===== config.mk =====
export PLATFORM = sky130hd
export DESIGN_NAME = sync_rx_ctrl
export DESIGN_NICKNAME = d
export VERILOG_FILES = /design/src/rtl/srx_pkg.sv /design/src/rtl/srx_timer.sv /design/src/rtl/srx_shifter.sv /design/src/rtl/srx_regs.sv /design/src/rtl/sync_rx_ctrl.sv
export SDC_FILE = /design/constraint.sdc
export NUM_CORES = 1
export LEC_CHECK = 0
export BUFFER_PORTS_ARGS = -buffer_cell sky130_fd_sc_hd__clkbuf_2
export CAP_MARGIN = 20
export CORE_MARGIN = 1
export CORE_UTILIZATION = 40
export CTS_BUF_LIST = sky130_fd_sc_hd__clkbuf_4 sky130_fd_sc_hd__clkbuf_8 sky130_fd_sc_hd__clkbuf_16
export DETAILED_ROUTE_END_ITERATION = 8
export PLACE_DENSITY = 0.63
export SYNTH_ARGS = -nofsm -noshare
export SYNTH_HDL_FRONTEND = slang
export SYNTH_HIERARCHICAL = 1
export SYNTH_SLANG_ARGS = --single-unit

===== constraint.sdc =====
create_clock -name clk -period 1.85 [get_ports clk]
set_input_delay 0.2775 -clock clk [delete_from_list [all_inputs] [get_ports clk]]
set_output_delay 0.2775 -clock clk [all_outputs]
set_load 0.005 [all_outputs]

===== src/rtl/srx_pkg.sv =====
package srx_pkg;
  localparam int REG_W  = 8;
  localparam int BYTE_W = 8;

  typedef enum logic [1:0] {
    RA_CTRL = 2'd0,
    RA_STAT = 2'd1,
    RA_DATA = 2'd2,
    RA_DIV  = 2'd3
  } srx_addr_e;

  localparam int CB_EN   = 0;
  localparam int CB_HALT = 1;
  localparam int SB_FULL = 0;
  localparam int SB_OVR  = 1;
  localparam int SB_BUSY = 2;
endpackage


===== src/rtl/srx_timer.sv =====
module srx_timer #(
  parameter int DIV_W = 8
) (
  input  logic             clk,
  input  logic             rst_n,
  input  logic             run,
  input  logic [DIV_W-1:0] half,
  output logic             sck,
  output logic             rise,
  output logic             high_end
);
  logic [DIV_W-1:0] cnt;
  logic             hi_q;
  logic             wrap;

  assign wrap     = run && (cnt == half);
  assign rise     = wrap && !hi_q;
  assign high_end = wrap && hi_q;
  // low phase begins the moment a run starts; idle level is high
  assign sck      = !run || hi_q;

  always_ff @(posedge clk) begin
    if (!rst_n || !run) begin
      cnt  <= '0;
      hi_q <= 1'b0;
    end else if (wrap) begin
      cnt  <= '0;
      hi_q <= ~hi_q;
    end else begin
      cnt <= cnt + 1'b1;
    end
  end
endmodule


===== src/rtl/srx_shifter.sv =====
module srx_shifter #(
  parameter int BITS = 8
) (
  input  logic            clk,
  input  logic            rst_n,
  input  logic            run,
  input  logic            rise,
  input  logic            high_end,
  input  logic            sdi,
  output logic [BITS-1:0] word,
  output logic            done
);
  localparam int CNT_W = $clog2(BITS + 1);

  logic [CNT_W-1:0] cnt;
  logic [BITS-1:0]  sh;

  assign word = sh;
  assign done = high_end && (cnt == CNT_W'(BITS));

  always_ff @(posedge clk) begin
    if (!rst_n) begin
      cnt <= '0;
      sh  <= '0;
    end else if (!run) begin
      cnt <= '0;
    end else if (rise) begin
      sh  <= {sh[BITS-2:0], sdi};
      cnt <= cnt + 1'b1;
    end else if (done) begin
      cnt <= '0;
    end
  end
endmodule


===== src/rtl/srx_regs.sv =====
module srx_regs
  import srx_pkg::*;
#(
  parameter int               DIV_W   = 8,
  parameter logic [DIV_W-1:0] DIV_RST = 1
) (
  input  logic              clk,
  input  logic              rst_n,
  input  logic              reg_en,
  input  logic              reg_we,
  input  logic [1:0]        reg_addr,
  input  logic [REG_W-1:0]  reg_wdata,
  output logic [REG_W-1:0]  reg_rdata,
  input  logic              byte_done,
  input  logic [BYTE_W-1:0] rx_word,
  output logic              busy,
  output logic [DIV_W-1:0]  div,
  output logic              en,
  output logic              halt,
  output logic              full,
  output logic              ovr,
  output logic [BYTE_W-1:0] data_q,
  output logic              rd_hit,
  output logic              done_ok
);
  logic armed;
  logic wr, rd, st_rd, ovr_clr, ovr_set, start, stop;
  logic [REG_W-1:0] ctrl_v, stat_v, div_v, rd_v;

  assign wr      = reg_en && reg_we;
  assign rd      = reg_en && !reg_we;
  assign rd_hit  = rd && (reg_addr == RA_DATA);
  assign st_rd   = rd && (reg_addr == RA_STAT);
  assign done_ok = byte_done && en;
  assign ovr_set = done_ok && full && !rd_hit;
  assign ovr_clr = wr && (reg_addr == RA_STAT) && armed && !reg_wdata[SB_OVR];
  assign start   = rd_hit && en && !ovr && !busy;
  assign stop    = done_ok && (halt || ovr_set);

  always_comb begin
    ctrl_v = '0;
    ctrl_v[CB_EN]   = en;
    ctrl_v[CB_HALT] = halt;
    stat_v = '0;
    stat_v[SB_FULL] = full;
    stat_v[SB_OVR]  = ovr;
    stat_v[SB_BUSY] = busy;
    div_v = '0;
    div_v[DIV_W-1:0] = div;
    unique case (srx_addr_e'(reg_addr))
      RA_CTRL: rd_v = ctrl_v;
      RA_STAT: rd_v = stat_v;
      RA_DATA: rd_v = data_q;
      default: rd_v = div_v;
    endcase
  end

  always_ff @(posedge clk) begin
    if (!rst_n) begin
      en        <= 1'b0;
      halt      <= 1'b0;
      div       <= DIV_RST;
      data_q    <= '0;
      full      <= 1'b0;
      ovr       <= 1'b0;
      armed     <= 1'b0;
      busy      <= 1'b0;
      reg_rdata <= '0;
    end else begin
      if (wr && reg_addr == RA_CTRL) begin
        en   <= reg_wdata[CB_EN];
        halt <= reg_wdata[CB_HALT];
      end
      if (wr && reg_addr == RA_DIV) div <= reg_wdata[DIV_W-1:0];

      if (done_ok && !ovr_set) begin
        data_q <= rx_word;
        full   <= 1'b1;
      end else if (rd_hit) begin
        full <= 1'b0;
      end

      if (ovr_set)      ovr <= 1'b1;
      else if (ovr_clr) ovr <= 1'b0;

      if (ovr_clr)           armed <= 1'b0;
      else if (st_rd && ovr) armed <= 1'b1;

      if (!en)        busy <= 1'b0;
      else if (stop)  busy <= 1'b0;
      else if (start) busy <= 1'b1;

      if (rd) reg_rdata <= rd_v;
    end
  end
endmodule


===== src/rtl/sync_rx_ctrl.sv =====
module sync_rx_ctrl
  import srx_pkg::*;
#(
  parameter int               DIV_W   = 8,
  parameter logic [DIV_W-1:0] DIV_RST = 1
) (
  input  logic             clk,
  input  logic             rst_n,
  input  logic             reg_en,
  input  logic             reg_we,
  input  logic [1:0]       reg_addr,
  input  logic [REG_W-1:0] reg_wdata,
  output logic [REG_W-1:0] reg_rdata,
  output logic             sck_o,
  input  logic             sdi_i
);
  logic              busy, en, halt, full, ovr, rd_hit, done_ok;
  logic              rise, high_end, byte_done;
  logic [DIV_W-1:0]  div;
  logic [BYTE_W-1:0] rx_word, data_q;

  srx_regs #(.DIV_W(DIV_W), .DIV_RST(DIV_RST)) u_regs (
    .clk(clk), .rst_n(rst_n),
    .reg_en(reg_en), .reg_we(reg_we), .reg_addr(reg_addr),
    .reg_wdata(reg_wdata), .reg_rdata(reg_rdata),
    .byte_done(byte_done), .rx_word(rx_word),
    .busy(busy), .div(div), .en(en), .halt(halt),
    .full(full), .ovr(ovr), .data_q(data_q),
    .rd_hit(rd_hit), .done_ok(done_ok)
  );

  srx_timer #(.DIV_W(DIV_W)) u_timer (
    .clk(clk), .rst_n(rst_n), .run(busy), .half(div),
    .sck(sck_o), .rise(rise), .high_end(high_end)
  );

  srx_shifter #(.BITS(BYTE_W)) u_shift (
    .clk(clk), .rst_n(rst_n), .run(busy), .rise(rise),
    .high_end(high_end), .sdi(sdi_i), .word(rx_word), .done(byte_done)
  );
endmodule


== After elaboration in Yosys (flattened, before gate mapping) ==
Cells that the tools add are included.
W data, S select, Z words.

* Bitwise operators: 3
* Equal/unequal tests: 5
* Multiplexer cells: 7
* $add $sub $neg: 2
* Reductions and logical operators: 42

{| class="wikitable"
|+ Operators with widths
! kind !! number
|-
| $pmux W8 S3 || 1
|-
| $logic_and A1 B1 Y1 || 22
|-
| $add A8 B1 Y8 const B || 1
|-
| $eq A8 B8 Y1 || 1
|-
| $logic_not A1 Y1 || 8
|-
| $mux W4 || 2
|-
| $reduce_bool A2 Y1 || 3
|-
| $add A4 B1 Y4 const B || 1
|-
| $eq A2 B2 Y1 const B || 2
|-
| $eq A4 B4 Y1 const B || 1
|-
| $mux W1 || 4
|-
| $reduce_and A2 Y1 || 2
|-
| $reduce_or A2 Y1 || 2
|-
| $logic_or A1 B1 Y1 || 3
|-
| $not A1 Y1 || 3
|-
| $reduce_or A3 Y1 || 1
|-
| $eq A2 B1 Y1 const B || 1
|-
| $logic_not A2 Y1 || 1
|}

* Word-level logic and storage cells: 72
* Input bits: 15
* Output and inout port bits: 9
* Flip-flop bits (word level): 51

== Logic depth before layout (Yosys ltp) ==
* Depth in word-level cells: 10
* Mapped depth: 9
* Gate-level depth less buffers: 9

== Cells and area by module ==
Netlist, hierarchy kept.

{| class="wikitable"
|+ Modules (own cells, without submodules)
! module !! times used !! cells an instance !! sequential area each (um2) !! area an instance (um2)
|-
| srx_regs || 1 || 156 || 600.6 || 1,433.9
|-
| srx_shifter || 1 || 60 || 240.2 || 514.2
|-
| srx_timer || 1 || 51 || 180.2 || 488.0
|}

== Worst setup path after synthesis ==
No wires, ideal clock.

* Kind: flip-flop to flip-flop
* Start point: register u_timer.cnt[0]
* End point: register u_regs.busy
* Buffers on the path: 1
* Period minus slack after synthesis: 1.808 ns
* Required time: 1.727 ns
* Stages on the path, launching flop included: 10
* Arrival time: 1.685 ns
* Path slack: 0.042 ns
* Cell sequence: dfxtp_1 xnor2_1 nand4_4 nor3_1 nand4b_1 inv_1 nand2_1 clkbuf_1 o31ai_4 a21oi_1

* Word-level cells in the longest chain between the ends: 10

{| class="wikitable"
|+ RTL lines
! item !! RTL line !! source
|-
| start: declaration || srx_timer.sv:12 || <nowiki>logic [DIV_W-1:0] cnt;</nowiki>
|-
| start signal: assignment || srx_timer.sv:30 || <nowiki>cnt <= cnt + 1'b1;</nowiki>
|-
| $eq A8 B8 Y1 * || srx_timer.sv:16 || <nowiki>assign wrap = run && (cnt == half);</nowiki>
|-
| $logic_and A1 B1 Y1 * || srx_timer.sv:16 ||
|-
| $logic_and A1 B1 Y1 * || srx_timer.sv:18 || <nowiki>assign high_end = wrap && hi_q;</nowiki>
|-
| via high_end || sync_rx_ctrl.sv:18 || <nowiki>logic rise, high_end, byte_done;</nowiki>
|-
| $logic_and A1 B1 Y1 * || srx_shifter.sv:19 || <nowiki>assign done = high_end && (cnt == CNT_W'(BITS));</nowiki>
|-
| via byte_done || sync_rx_ctrl.sv:18 ||
|-
| $logic_and A1 B1 Y1 * || srx_regs.sv:34 || <nowiki>assign done_ok = byte_done && en;</nowiki>
|-
| $logic_and A1 B1 Y1 (2 in a row) || srx_regs.sv:35 || <nowiki>assign ovr_set = done_ok && full && !rd_hit;</nowiki>
|-
| $logic_or A1 B1 Y1 || srx_regs.sv:38 || <nowiki>assign stop = done_ok && (halt || ovr_set);</nowiki>
|-
| $logic_and A1 B1 Y1 * || srx_regs.sv:38 ||
|-
| $reduce_or A3 Y1 (no line) * || - ||
|-
| end signal: assignment || srx_regs.sv:67 || <nowiki>busy <= 1'b0;</nowiki>
|-
| end signal: assignment || srx_regs.sv:89 || <nowiki>if (!en) busy <= 1'b0;</nowiki>
|-
| end signal: assignment || srx_regs.sv:90 || <nowiki>else if (stop) busy <= 1'b0;</nowiki>
|-
| end: declaration || srx_regs.sv:16 || <nowiki>output logic busy,</nowiki>
|}

The timed path passes the listed nets; every way through them passes the cells marked *.
A chain may end at the register's enable or synchronous reset.

== Worst setup path in the final report ==
* Start point: register u_timer.cnt[7]
* End point: register u_shift.cnt[3]

{| class="wikitable"
|+ RTL lines
! item !! RTL line !! source
|-
| $eq A8 B8 Y1 * || srx_timer.sv:16 ||
|-
| $logic_and A1 B1 Y1 * || srx_timer.sv:16 ||
|-
| $logic_and A1 B1 Y1 * || srx_timer.sv:17 || <nowiki>assign rise = wrap && !hi_q;</nowiki>
|-
| via rise || sync_rx_ctrl.sv:18 ||
|-
| $mux W4 or $reduce_bool A2 Y1 (tied branches) || - ||
|-
| end signal: assignment || srx_shifter.sv:29 || <nowiki>cnt <= cnt + 1'b1;</nowiki>
|-
| end: declaration || srx_shifter.sv:15 || <nowiki>logic [CNT_W-1:0] cnt;</nowiki>
|}

Marked as above.

==> flow_summary_export.csv <==
group,metric,value,unit
status,status,"finished, final reports clean",
power,p_leak,1.06,nW
timing,tightestPinTransition,0.373,ns
logic_synthesis,seq_area_frac_synth,41.9,%
timing,drv_slew,0,
setup_path,critPathBufInv,2,
detailed_routing,drtIter0Drc,100,
timing,finalSetupViolations,0,
setup_path,critPathArrivalTime,1.99,ns
power,p_int,1.60,mW
logic_synthesis,yosys-top-cells-count,"51 x dfxtp_1, 39 x nand2_1, 33 x nand3_1",
place,post-dp-hpwl,3770,um
logic_synthesis,syn-instance-count,267,
timing,layout_worst_path_cycle_share,94.4,%
cts,root_buffer,"clkbuf_8",
logic_synthesis,synth_edf_count,0,
floorplanning,start_util,41.4,%
place,pre_cts_slack,0.0182,ns
setup_path,crit_type,"reg2reg",
grt,grt_pass1_wl,8820,um
detailed_routing,wire_per_inst,13.9,um
layout,utilization,50.2,%
detailed_routing,wl,5330,um
floorplanning,die_h,80.0,um
cts,clockBufferDepth,2,
cts,htreeDepth,2,
floorplanning,die_area,6410,um^2
setup_path,crit_path_start_kind,"flip-flop",
place,numPortBuffers,23,
layout,nets,326,
logic_synthesis,syn_area,2440,um^2
timing,hold_viol,0,
power,total_power,2.05,mW
logic_synthesis,synth_largest_area_cell,"dfxtp_1",
logic_synthesis,syn_area_per_cell,9.12,um^2
timing,finalCriticalPeriod,1.75,ns
power,ir_drop,501,uV
setup_path,cpLargestDelayFamily,"simple AND/OR/NAND/NOR gates",
floorplanning,die_w,80.0,um
grt,grt_util_all_layers,18.2,%
logic_synthesis,ys_warn_count,6,
cts,tritoncts,"done",
floorplanning,pin_count,24,
power,power_frac_comb,5.5,%
timing,maxSlewHeadroom,75.1,%
layout,num_antenna_cells,0,
place,place.gp.congestion,0.750,
power,power_frac_seq,54.1,%
grt,gr-total-overflow,0,
cts,clkTransAtPathRegs,0.09,ns
grt,antenna_found_initial,0,
grt,grt_max_degree,47,
power,p_clk_share,40.4,%
detailed_routing,drc_errors,0,
detailed_routing,vias,2024,
detailed_routing,viasPerCell,5.27,
cts,cts_buffers,5,
detailed_routing,ant_nets,0,
floorplanning,core_area,5890,um^2
setup_path,cpPeakStageDelay,0.36,ns
setup_path,end_kind,"flip-flop",
power,swShare,22.1,%
power,power_density,695,nW/um^2
cts,cts.sinks,51,
detailed_routing,dr.pass1.iters,4,
logic_synthesis,synth_async_sr_flop_share,0,%
power,p_switching,0.453,mW
layout,n_fill_cell,571,
timing,fin_ws,0.103,ns
setup_path,cp_slowest_cell,"dfxtp_1",
logic_synthesis,synth_fp_nets,285,
logic_synthesis,synthFlopType,"dfxtp_1",
logic_synthesis,ys_seq_elements,51,
min_path,hp-class,"in2reg",
grt,grt_pass1_vias,1901,
setup_path,worst-path-max-fanout,5,
logic_synthesis,synth_top_area_share,41.9,%
setup_path,cp_cell_sequence,"xnor2_2, nand4_4, buf_4, nor3_4, buf_6, or3b_1, a31oi_1",
timing,fmax,0.572,GHz
layout,drive_gt1_share,27.5,%
timing,final.setup_skew,0.00721,ns
layout,area_delta_synth_final,21.3,%
logic_synthesis,synth.area.top_cells,"dfxtp_1 42%, nand3_1 6.8%, nand2_1 6.0%",
setup_path,required,2.09,ns
floorplanning,rows,28,
flow_run,cap_violations,0,
cts,insertion_delay,0.31,ns
logic_synthesis,synth.most_common_cell,"dfxtp_1",
logic_synthesis,synth.distinct_cells,45,
==> what timing repair did <==
action,4_1_cts,5_1_grt
endpoints found under the hold margin,0,0
pin swaps,0,4
gates cloned,0,1
setup endpoints to repair,5,20
resized for setup,2,13
buffers inserted,0,4
hold buffers,0,0
==> metrics by stage <==
| stage | TNS [ns] | instance area (um^2) | std cells | hold WS, ns |
|---|---|---|---|---|
| 3_5_place_dp | 0 | 2730 | 371 | 0.462 |
| 5_1_grt | -0.00300 | 2960 | 384 | 0.189 |
| 6_report | 0 | 2960 | 384 | 0.186 |
| 2_1_floorplan | 0 | 2440 | 267 | 0.402 |
| 3_3_place_gp | 0 | 2730 | 371 | 0.454 |
| 4_1_cts | 0 | 2860 | 379 | 0.185 |
==> metal layers <==
| metal | track usage, % | share of wire, % | vias up |
|---|---|---|---|
| met5 | 0 | 0 | - |
| met4 | 6.96 | 1.8 | 0 |
| met3 | 3.66 | 4.3 | 9 |
| met2 | 29.0 | 44 | 37 |
| met1 | 24.1 | 50 | 937 |
| li1 | - | - | 1041 |
==> registers in the layout, indices dropped and copies added (netlist names) <==
name              cells
u_regs/data_q         8
u_regs/div            8
u_regs/reg_rdata      8
u_shift/word          8
u_timer/cnt           8
u_shift/cnt           4
u_regs/armed          1
u_regs/busy           1
u_regs/en             1
u_regs/full           1
u_regs/halt           1
u_regs/ovr            1
u_timer/hi_q          1
==> layout make-up <==
class                           count  area (um^2)  area share, %
Sequential cell                    51         1020           34.7
Multi-Input combinational cell    194         1360           45.9
Clock inverter                      2         38.8           1.31
Clock buffer                        6         82.6           2.79
Inverter                            8         35.0           1.19
Tap cell                           75         93.8           3.18
Timing Repair Buffer               48          323           10.9
==> cells in the final DEF (no fill, tap or decap), types with 5 or more instances in the layout <==
cell type and n:
inv_1 5, clkbuf_8 6, o2111ai_1 8, nor2b_1 7, xor2_1 6, nand2_1 37
clkbuf_2 23, nand3_1 33, mux2_2 6, a22oi_1 5, a21boi_0 17, dfxtp_1 48
buf_4 22, nor2_1 9, xnor2_2 6, nand4_1 10
==> worst reg2reg max path, stage by stage, from the launching register on <==
cell	delay, ns
dfxtp_1	0.36
xnor2_2	0.20
nand4_4	0.13
buf_4	0.18
nor3_4	0.21
buf_6	0.14
or3b_1	0.34
a31oi_1	0.12
==> power groups by stage <==
stage               sequential, mW  combinational [mW]  clock (mW)
floorplan                     1.13              0.0673           0
global placement              1.14               0.110           0
detailed placement            1.14               0.109           0
CTS                           1.11               0.110       0.857
global route                  1.11               0.124       0.900
finish                        1.11               0.113       0.830
==> final timing paths <==
| kind | from | end | slack, ns | cells after the start |
|---|---|---|---|---|
| max | u_timer/cnt[7] | u_shift/cnt[3] | 0.10 | 7 |
| min reg2reg | u_regs/reg_rdata[0] | u_regs/reg_rdata[0] | 0.47 | 2 |
| max reg2reg | u_timer/cnt[7] | u_shift/cnt[3] | 0.10 | 7 |
| min | reg_wdata[6] | u_regs/div[6] | 0.19 | 3 |
==> kinds of logic (layout without fill, tap and decap cells) <==
family,count (synthesis),after routing,synth area share [%]
buffers and inverters,22,64,4.47
XOR/XNOR,15,15,6.01
multiplexers,10,10,5.44
AND/OR/NAND/NOR,123,123,27.1
AO/OA/AOI/OAI,43,43,13.5
flip-flops,51,51,41.9
adder cells (fa/ha/maj),3,3,1.54
No activity file was read; power rests on OpenSTA's default activity.
